==> config.mk <==
export PLATFORM = sky130hd
export DESIGN_NAME = dram_cmd_sequencer
export DESIGN_NICKNAME = d
export VERILOG_FILES = /design/src/rtl/dram_seq_pkg.sv /design/src/rtl/dram_seq_dp.sv /design/src/rtl/dram_seq_ctrl.sv /design/src/rtl/dram_cmd_sequencer.sv
export SDC_FILE = /design/constraint.sdc
export NUM_CORES = 1
export LEC_CHECK = 0
export BUFFER_PORTS_ARGS = -buffer_cell sky130_fd_sc_hd__buf_4
export CORE_MARGIN = 2
export CORE_UTILIZATION = 45
export CTS_CLUSTER_DIAMETER = 30
export DETAILED_ROUTE_END_ITERATION = 8
export MAX_ROUTING_LAYER = met4
export SYNTH_ARGS = -nofsm -noshare
export SYNTH_HDL_FRONTEND = slang
export SYNTH_SLANG_ARGS = --single-unit
==> constraint.sdc <==
create_clock -name clk -period 3.52 [get_ports clk]
set_clock_uncertainty 0.15 [all_clocks]
set_input_delay 0.704 -clock clk [delete_from_list [all_inputs] [get_ports clk]]
set_output_delay 0.704 -clock clk [all_outputs]
set_load 0.02 [all_outputs]
==> src/rtl/dram_seq_pkg.sv <==
package dram_seq_pkg;

  typedef enum logic [2:0] {
    CMD_NOOP    = 3'd0,
    CMD_PREALL  = 3'd1,
    CMD_REFRESH = 3'd2,
    CMD_MODESET = 3'd3,
    CMD_CALIB   = 3'd4
  } cmd_e;

  localparam int TIMER_W = 16;

  typedef struct packed {
    cmd_e               cmd;
    logic [TIMER_W-1:0] count;
    logic               timerEn;
    logic               resetLevel;
    logic               lastEntry;
  } entry_t;

  // strobes and levels from control to datapath
  typedef struct packed {
    logic running;
    logic draining;
    logic loadInit;
    logic acceptRefresh;
    logic loadRefresh;
    logic advance;
    logic finishInit;
  } strobe_t;

endpackage

==> src/rtl/dram_seq_dp.sv <==
module dram_seq_dp
  import dram_seq_pkg::*;
#(
  parameter int RESET_HOLD       = 8000,
  parameter int POST_RESET       = 100,
  parameter int T_MRD            = 4,
  parameter int T_MOD            = 12,
  parameter int T_ZQINIT         = 512,
  parameter int T_RP             = 3,
  parameter int T_RFC            = 32,
  parameter int DRAIN_CYCLES     = 6,
  parameter int REFRESH_INTERVAL = 1560
) (
  input  logic    clk,
  input  logic    rstN,
  input  strobe_t st,
  input  logic    writeBusy,
  output cmd_e    cmdOut,
  output logic    dramResetN,
  output logic    entryExpired,
  output logic    entryLast,
  output logic    drainZero,
  output logic    initDone,
  output logic    refreshDue
);

  localparam int ENTRY_COUNT = 10;
  localparam int PTR_W       = $clog2(ENTRY_COUNT);
  localparam logic [PTR_W-1:0] REF_START = PTR_W'(8);
  localparam int DRAIN_W     = $clog2(DRAIN_CYCLES + 1);
  localparam int INTERVAL_W  = $clog2(REFRESH_INTERVAL);

  function automatic entry_t mk(input cmd_e c, input int n, input logic en,
                                input logic lvl, input logic last);
    entry_t e;
    e.cmd        = c;
    e.count      = TIMER_W'(n);
    e.timerEn    = en;
    e.resetLevel = lvl;
    e.lastEntry  = last;
    return e;
  endfunction

  // 0..7 power-up program, 8..9 refresh program
  function automatic entry_t entryAt(input logic [PTR_W-1:0] idx);
    case (idx)
      4'd0:    return mk(CMD_NOOP,    RESET_HOLD, 1'b1, 1'b0, 1'b0);
      4'd1:    return mk(CMD_NOOP,    POST_RESET, 1'b1, 1'b1, 1'b0);
      4'd2:    return mk(CMD_NOOP,    1,          1'b0, 1'b1, 1'b0);
      4'd3:    return mk(CMD_MODESET, T_MRD,      1'b1, 1'b1, 1'b0);
      4'd4:    return mk(CMD_MODESET, T_MRD,      1'b1, 1'b1, 1'b0);
      4'd5:    return mk(CMD_MODESET, T_MRD,      1'b1, 1'b1, 1'b0);
      4'd6:    return mk(CMD_MODESET, T_MOD,      1'b1, 1'b1, 1'b0);
      4'd7:    return mk(CMD_CALIB,   T_ZQINIT,   1'b1, 1'b1, 1'b1);
      4'd8:    return mk(CMD_PREALL,  T_RP,       1'b1, 1'b1, 1'b0);
      default: return mk(CMD_REFRESH, T_RFC,      1'b1, 1'b1, 1'b1);
    endcase
  endfunction

  logic [PTR_W-1:0]      ptr;
  logic [TIMER_W-1:0]    timer;
  logic                  firstCycle;
  logic                  heldLevel;
  logic [DRAIN_W-1:0]    drainCnt;
  logic [INTERVAL_W-1:0] intervalCnt;
  logic                  intervalExpire;
  cmd_e                  curCmd;
  logic                  curTimerEn, curLevel;

  assign curCmd     = entryAt(ptr).cmd;
  assign curTimerEn = entryAt(ptr).timerEn;
  assign curLevel   = entryAt(ptr).resetLevel;
  assign entryLast  = entryAt(ptr).lastEntry;

  // entry pointer and delay timer
  always_ff @(posedge clk) begin
    if (!rstN) begin
      ptr        <= '0;
      timer      <= '0;
      firstCycle <= 1'b0;
    end else if (st.loadInit) begin
      ptr        <= '0;
      timer      <= entryAt('0).count - 1'b1;
      firstCycle <= 1'b1;
    end else if (st.loadRefresh) begin
      ptr        <= REF_START;
      timer      <= entryAt(REF_START).count - 1'b1;
      firstCycle <= 1'b1;
    end else if (st.advance) begin
      ptr        <= ptr + 1'b1;
      timer      <= entryAt(ptr + 1'b1).count - 1'b1;
      firstCycle <= 1'b1;
    end else begin
      firstCycle <= 1'b0;
      if (st.running && timer != '0) timer <= timer - 1'b1;
    end
  end

  always_ff @(posedge clk) begin
    if (!rstN)           heldLevel <= 1'b0;
    else if (st.running) heldLevel <= curLevel;
  end

  assign entryExpired = !curTimerEn || (timer == '0);
  assign cmdOut       = (st.running && firstCycle) ? curCmd : CMD_NOOP;
  assign dramResetN   = st.running ? curLevel : heldLevel;

  // write drain window
  always_ff @(posedge clk) begin
    if (!rstN)                 drainCnt <= '0;
    else if (st.acceptRefresh) drainCnt <= DRAIN_W'(DRAIN_CYCLES - 1);
    else if (st.draining) begin
      if (writeBusy)             drainCnt <= DRAIN_W'(DRAIN_CYCLES - 1);
      else if (drainCnt != '0)   drainCnt <= drainCnt - 1'b1;
    end
  end

  assign drainZero = (drainCnt == '0) && !writeBusy;

  // refresh interval
  assign intervalExpire = initDone && (intervalCnt == INTERVAL_W'(REFRESH_INTERVAL - 1));

  always_ff @(posedge clk) begin
    if (!rstN) begin
      initDone    <= 1'b0;
      intervalCnt <= '0;
      refreshDue  <= 1'b0;
    end else if (st.loadInit) begin
      initDone    <= 1'b0;
      intervalCnt <= '0;
      refreshDue  <= 1'b0;
    end else begin
      if (st.finishInit) initDone <= 1'b1;
      if (initDone) intervalCnt <= intervalExpire ? '0 : intervalCnt + 1'b1;
      refreshDue <= intervalExpire || (refreshDue && !st.acceptRefresh);
    end
  end

endmodule

==> src/rtl/dram_seq_ctrl.sv <==
module dram_seq_ctrl
  import dram_seq_pkg::*;
(
  input  logic    clk,
  input  logic    rstN,
  input  logic    initStart,
  input  logic    busGrant,
  input  logic    entryExpired,
  input  logic    entryLast,
  input  logic    drainZero,
  input  logic    initDone,
  input  logic    refreshDue,
  output strobe_t st,
  output logic    seqBusy,
  output logic    seqDone
);

  typedef enum logic [1:0] {S_IDLE, S_DRAIN, S_RUN} state_e;

  state_e state, nextState;
  logic   isInit;
  logic   finishing;

  always_comb begin
    st        = '0;
    nextState = state;
    finishing = 1'b0;
    case (state)
      S_IDLE: begin
        if (initStart) begin
          st.loadInit = 1'b1;
          nextState   = S_RUN;
        end else if (initDone && refreshDue && busGrant) begin
          st.acceptRefresh = 1'b1;
          nextState        = S_DRAIN;
        end
      end
      S_DRAIN: begin
        st.draining = 1'b1;
        if (drainZero) begin
          st.loadRefresh = 1'b1;
          nextState      = S_RUN;
        end
      end
      S_RUN: begin
        st.running = 1'b1;
        if (entryExpired) begin
          if (entryLast) begin
            finishing     = 1'b1;
            st.finishInit = isInit;
            nextState     = S_IDLE;
          end else begin
            st.advance = 1'b1;
          end
        end
      end
      default: nextState = S_IDLE;
    endcase
  end

  always_ff @(posedge clk) begin
    if (!rstN) begin
      state   <= S_IDLE;
      isInit  <= 1'b0;
      seqDone <= 1'b0;
    end else begin
      state   <= nextState;
      seqDone <= finishing;
      if (st.loadInit)           isInit <= 1'b1;
      else if (st.acceptRefresh) isInit <= 1'b0;
    end
  end

  assign seqBusy = (state != S_IDLE);

endmodule

==> src/rtl/dram_cmd_sequencer.sv <==
module dram_cmd_sequencer
  import dram_seq_pkg::*;
#(
  parameter int RESET_HOLD       = 8000,
  parameter int POST_RESET       = 100,
  parameter int T_MRD            = 4,
  parameter int T_MOD            = 12,
  parameter int T_ZQINIT         = 512,
  parameter int T_RP             = 3,
  parameter int T_RFC            = 32,
  parameter int DRAIN_CYCLES     = 6,
  parameter int REFRESH_INTERVAL = 1560
) (
  input  logic       clk,
  input  logic       rstN,
  input  logic       initStart,
  input  logic       busGrant,
  input  logic       writeBusy,
  output logic [2:0] cmdCode,
  output logic       dramResetN,
  output logic       seqBusy,
  output logic       seqDone,
  output logic       refreshDue
);

  strobe_t st;
  cmd_e    cmdOut;
  logic    entryExpired, entryLast, drainZero, initDone;

  dram_seq_ctrl u_ctrl (
    .clk          (clk),
    .rstN         (rstN),
    .initStart    (initStart),
    .busGrant     (busGrant),
    .entryExpired (entryExpired),
    .entryLast    (entryLast),
    .drainZero    (drainZero),
    .initDone     (initDone),
    .refreshDue   (refreshDue),
    .st           (st),
    .seqBusy      (seqBusy),
    .seqDone      (seqDone)
  );

  dram_seq_dp #(
    .RESET_HOLD       (RESET_HOLD),
    .POST_RESET       (POST_RESET),
    .T_MRD            (T_MRD),
    .T_MOD            (T_MOD),
    .T_ZQINIT         (T_ZQINIT),
    .T_RP             (T_RP),
    .T_RFC            (T_RFC),
    .DRAIN_CYCLES     (DRAIN_CYCLES),
    .REFRESH_INTERVAL (REFRESH_INTERVAL)
  ) u_dp (
    .clk          (clk),
    .rstN         (rstN),
    .st           (st),
    .writeBusy    (writeBusy),
    .cmdOut       (cmdOut),
    .dramResetN   (dramResetN),
    .entryExpired (entryExpired),
    .entryLast    (entryLast),
    .drainZero    (drainZero),
    .initDone     (initDone),
    .refreshDue   (refreshDue)
  );

  assign cmdCode = cmdOut;

endmodule

==> impl_results.md <==
* CTS Hold Bufs at 0
* Bufs on Longest Clock Path at 2
* Reg-to-reg slack, setup at 0.17 ns
* Share of layout cells above drive strength 1 at 12.8%
* Vias after detailed routing at 2705
* Post-Place Worst Slack at 0.119 ns
* Power per cell area at 356 nW/µm²
* Setup ws final at 0.172 ns
* Drt wl/cell at 16.2 µm
* Leakage at 0.00117 µW
* DIE AREA at 6760 µm²
* Final Max Slew Viols at 0
* Yosys reg bits at 42
* Tightest Pin Transition at 0.562 ns
* Outcome: finished, final reports clean
* Rows at 28
* # port buffers at 11
* Maximum vdd drop at 0.000185 V
* RePlAce Congestion at 0.914
* Global route overflow at 0
* GRT Util Overall at 23.6%
* HP Start: u_ctrl.isInit
* Final setup TNS at 0 ns
* Main synth FF type: dfxtp_1
* Syn_nets at 371
* ANT cells at 0
* Final setup vio count at 0
* Clock Sink Count at 42
* Vias in the first global route at 2515
* Hold Crit Class: reg -> reg
* H-tree depth at 2
* Worst Setup EP: u_dp.timer[12]
* PostCTS Resize Cnt at 0
* Total Wirelength at 7290 µm
* Worst setup SP type: flop
* Core area at 5920 µm²
* Global-route wire length before repair at 11900 µm
* DR iter-0 viols at 139
* Reg2reg start: u_dp.timer[8]
* Routed Antenna Nets at 0
* Via-per-instance ratio at 6.00
* Chip Height at 82.2 µm
* Worst rel slew slack at 62.3%
* Hold violation total from the final report at 0
* Fin crit period at 3.35 ns
* Ys async rst share at 0%
* Clock insertion delay at the later pin of the skew report at 0.30 ns
* Post-Syn Area at 2750 µm²
* Drt drc at 0
* TritonRoute pass-1 iters at 4
* Cells after synthesis at 355
* Register area share after synthesis at 30.6%
* Max-cap violations at 0
* Worst R2R Path Depth at 11
* EDFF count, synth at 0
* Post-layout nets at 391
* Starting Density at 46.5%
* Final cycle utilization of the critical path at 95.1%
* Initial antenna violation count at 0
* Root buffer cell: clkbuf_8
* Cts bufs inserted at 5
* Clk slew on worst S/H paths at 0.09 ns
* Crit. Startpoint: u_dp.timer[8]
* Critical path class: reg -> reg
* Library cells used by synthesis at 59
* YS warnings at 0
* Endpoint kind of the worst setup timing path: flop
* CP max FO at 5
* Max Clock Freq at 299 MHz
* RR Endpoint: u_dp.timer[12]
* TritonCTS clock tree: built
* CP arrival at 3.37 ns
* WP data required at 3.55 ns
* Area grow syn2layout at 12.2%
* Ports at 12
* Avg Inst Size Synth at 7.75 µm²
* Largest net degree at the start of global routing at 23
* Post-CTS setup buffer count at 0
* DIE WIDTH at 82.2 µm
* Detail Placement HPWL at 5320 µm
-- where the power goes --
part | total, µW | switching, µW | internal (µW)
Clock | 337 | 179 | 158
Sequential | 529 | 27.3 | 502
Combinational | 233 | 134 | 98.5
-- cells by family (layout without fill, tap and decap cells) --
group	count (synthesis)	in the layout	share of synthesized area, %
muxes	2	2	0.728
DFF	42	42	30.6
and+or+nand+nor	155	155	29.4
buffers and inverters	24	45	3.37
AOI/OAI and AO/OA	106	106	26.1
adders and majority gates	11	11	5.00
xor gates and xnor gates	15	15	4.77
-- layout by cell type (no fill, tap or decap), drive strengths merged, types with 7 or more instances in the layout --
| cell type | instances |
|---|---|
| nand2 | 36 |
| ha | 11 |
| o211ai | 7 |
| xor2 | 10 |
| nand3 | 12 |
| buf | 26 |
| inv | 11 |
| nand2b | 11 |
| dfxtp | 42 |
| nor2 | 40 |
| a21oi | 29 |
| o21ai | 26 |
| and2 | 8 |
| nand4 | 10 |
-- how the worst min path moves through the flow --
| stage | endpoint | slack (ns) | cells past startpoint |
|---|---|---|---|
| 6_report | u_ctrl.isInit | 0.32 | 2 |
| 5_1_grt | u_ctrl.isInit | 0.34 | 2 |
| 4_1_cts | u_ctrl.isInit | 0.32 | 2 |
| 3_5_place_dp | u_ctrl.isInit | 0.31 | 2 |
| 3_3_place_gp | u_ctrl.isInit | 0.30 | 2 |
| 2_1_floorplan | u_ctrl.isInit | 0.29 | 2 |
-- cells in the mapped netlist (5+ instances only) --
cell type	number	area share, %
a31oi_1	6	1.4
nor3b_1	5	1.4
nand2_1	36	4.9
nand2b_1	11	2.5
xnor2_1	5	1.6
nor2_1	39	5.3
and2_1	7	1.6
nand4_1	10	2.3
inv_1	11	1.5
a21oi_1	29	5.3
ha_1	11	5.0
nand3_1	12	2.2
dfxtp_1	42	31
o211ai_1	7	1.9
o21ai_0	25	4.5
xor2_1	10	3.2
nor3_1	5	0.91
clkbuf_1	11	1.5
-- per-layer routing --
| layer | part of all wire, % | track usage, % | vias to the layer above |
|---|---|---|---|
| met3 | 4.1 | 4.13 | 16 |
| met5 | 0 | - | - |
| met4 | 2.2 | 8.50 | 0 |
| met1 | 48 | 29.3 | 1278 |
| met2 | 46 | 38.2 | 62 |
| li1 | - | - | 1349 |
-- flip-flops by register name (all words and copies together), names as in the netlist --
name / cells
u_dp.refreshDue: 1
u_dp.initDone: 1
u_dp.firstCycle: 1
u_dp.ptr: 4
u_ctrl.isInit: 1
u_ctrl.seqDone: 1
u_dp.heldLevel: 1
u_dp.intervalCnt: 11
u_dp.drainCnt: 3
u_dp.timer: 16
u_ctrl.state: 2
-- layout make-up --
| type | instances | area, µm² |
|---|---|---|
| multi-input cells | 289 | 1820 |
| repair buffers | 26 | 195 |
| fillers | 579 | 2830 |
| inverters | 11 | 41.3 |
| clock inverters | 2 | 12.5 |
| flip-flops and latches | 42 | 841 |
| well taps | 75 | 93.8 |
| clock buffers | 6 | 82.6 |
-- per-stage QoR --
stage / instances / power (µW) / cell area (µm²) / hold WS (ns) / utilization [%]
after floorplan: 355 / 702 / 2750 / 0.293 / -
after global placement: 443 / 766 / 2990 / 0.303 / 50.5
after detailed placement: 443 / 769 / 2990 / 0.312 / 50.5
after CTS: 451 / 1110 / 3080 / 0.324 / 52.1
after global routing: 451 / 1160 / 3090 / 0.345 / 52.1
final: 451 / 1100 / 3090 / 0.320 / 52.1
-- worst max-delay path, cell delays in order, from the launching register on --
cell	delay, ns
dfxtp_1	0.35
or3_4	0.42
or4b_4	0.54
o21ai_4	0.17
nand2_1	0.10
a21oi_1	0.16
ha_2	0.23
nand3_1	0.13
nand4b_1	0.28
a221oi_4	0.38
mux2i_1	0.21
o21ai_0	0.09
No activity file was read; power rests on OpenSTA's default activity.
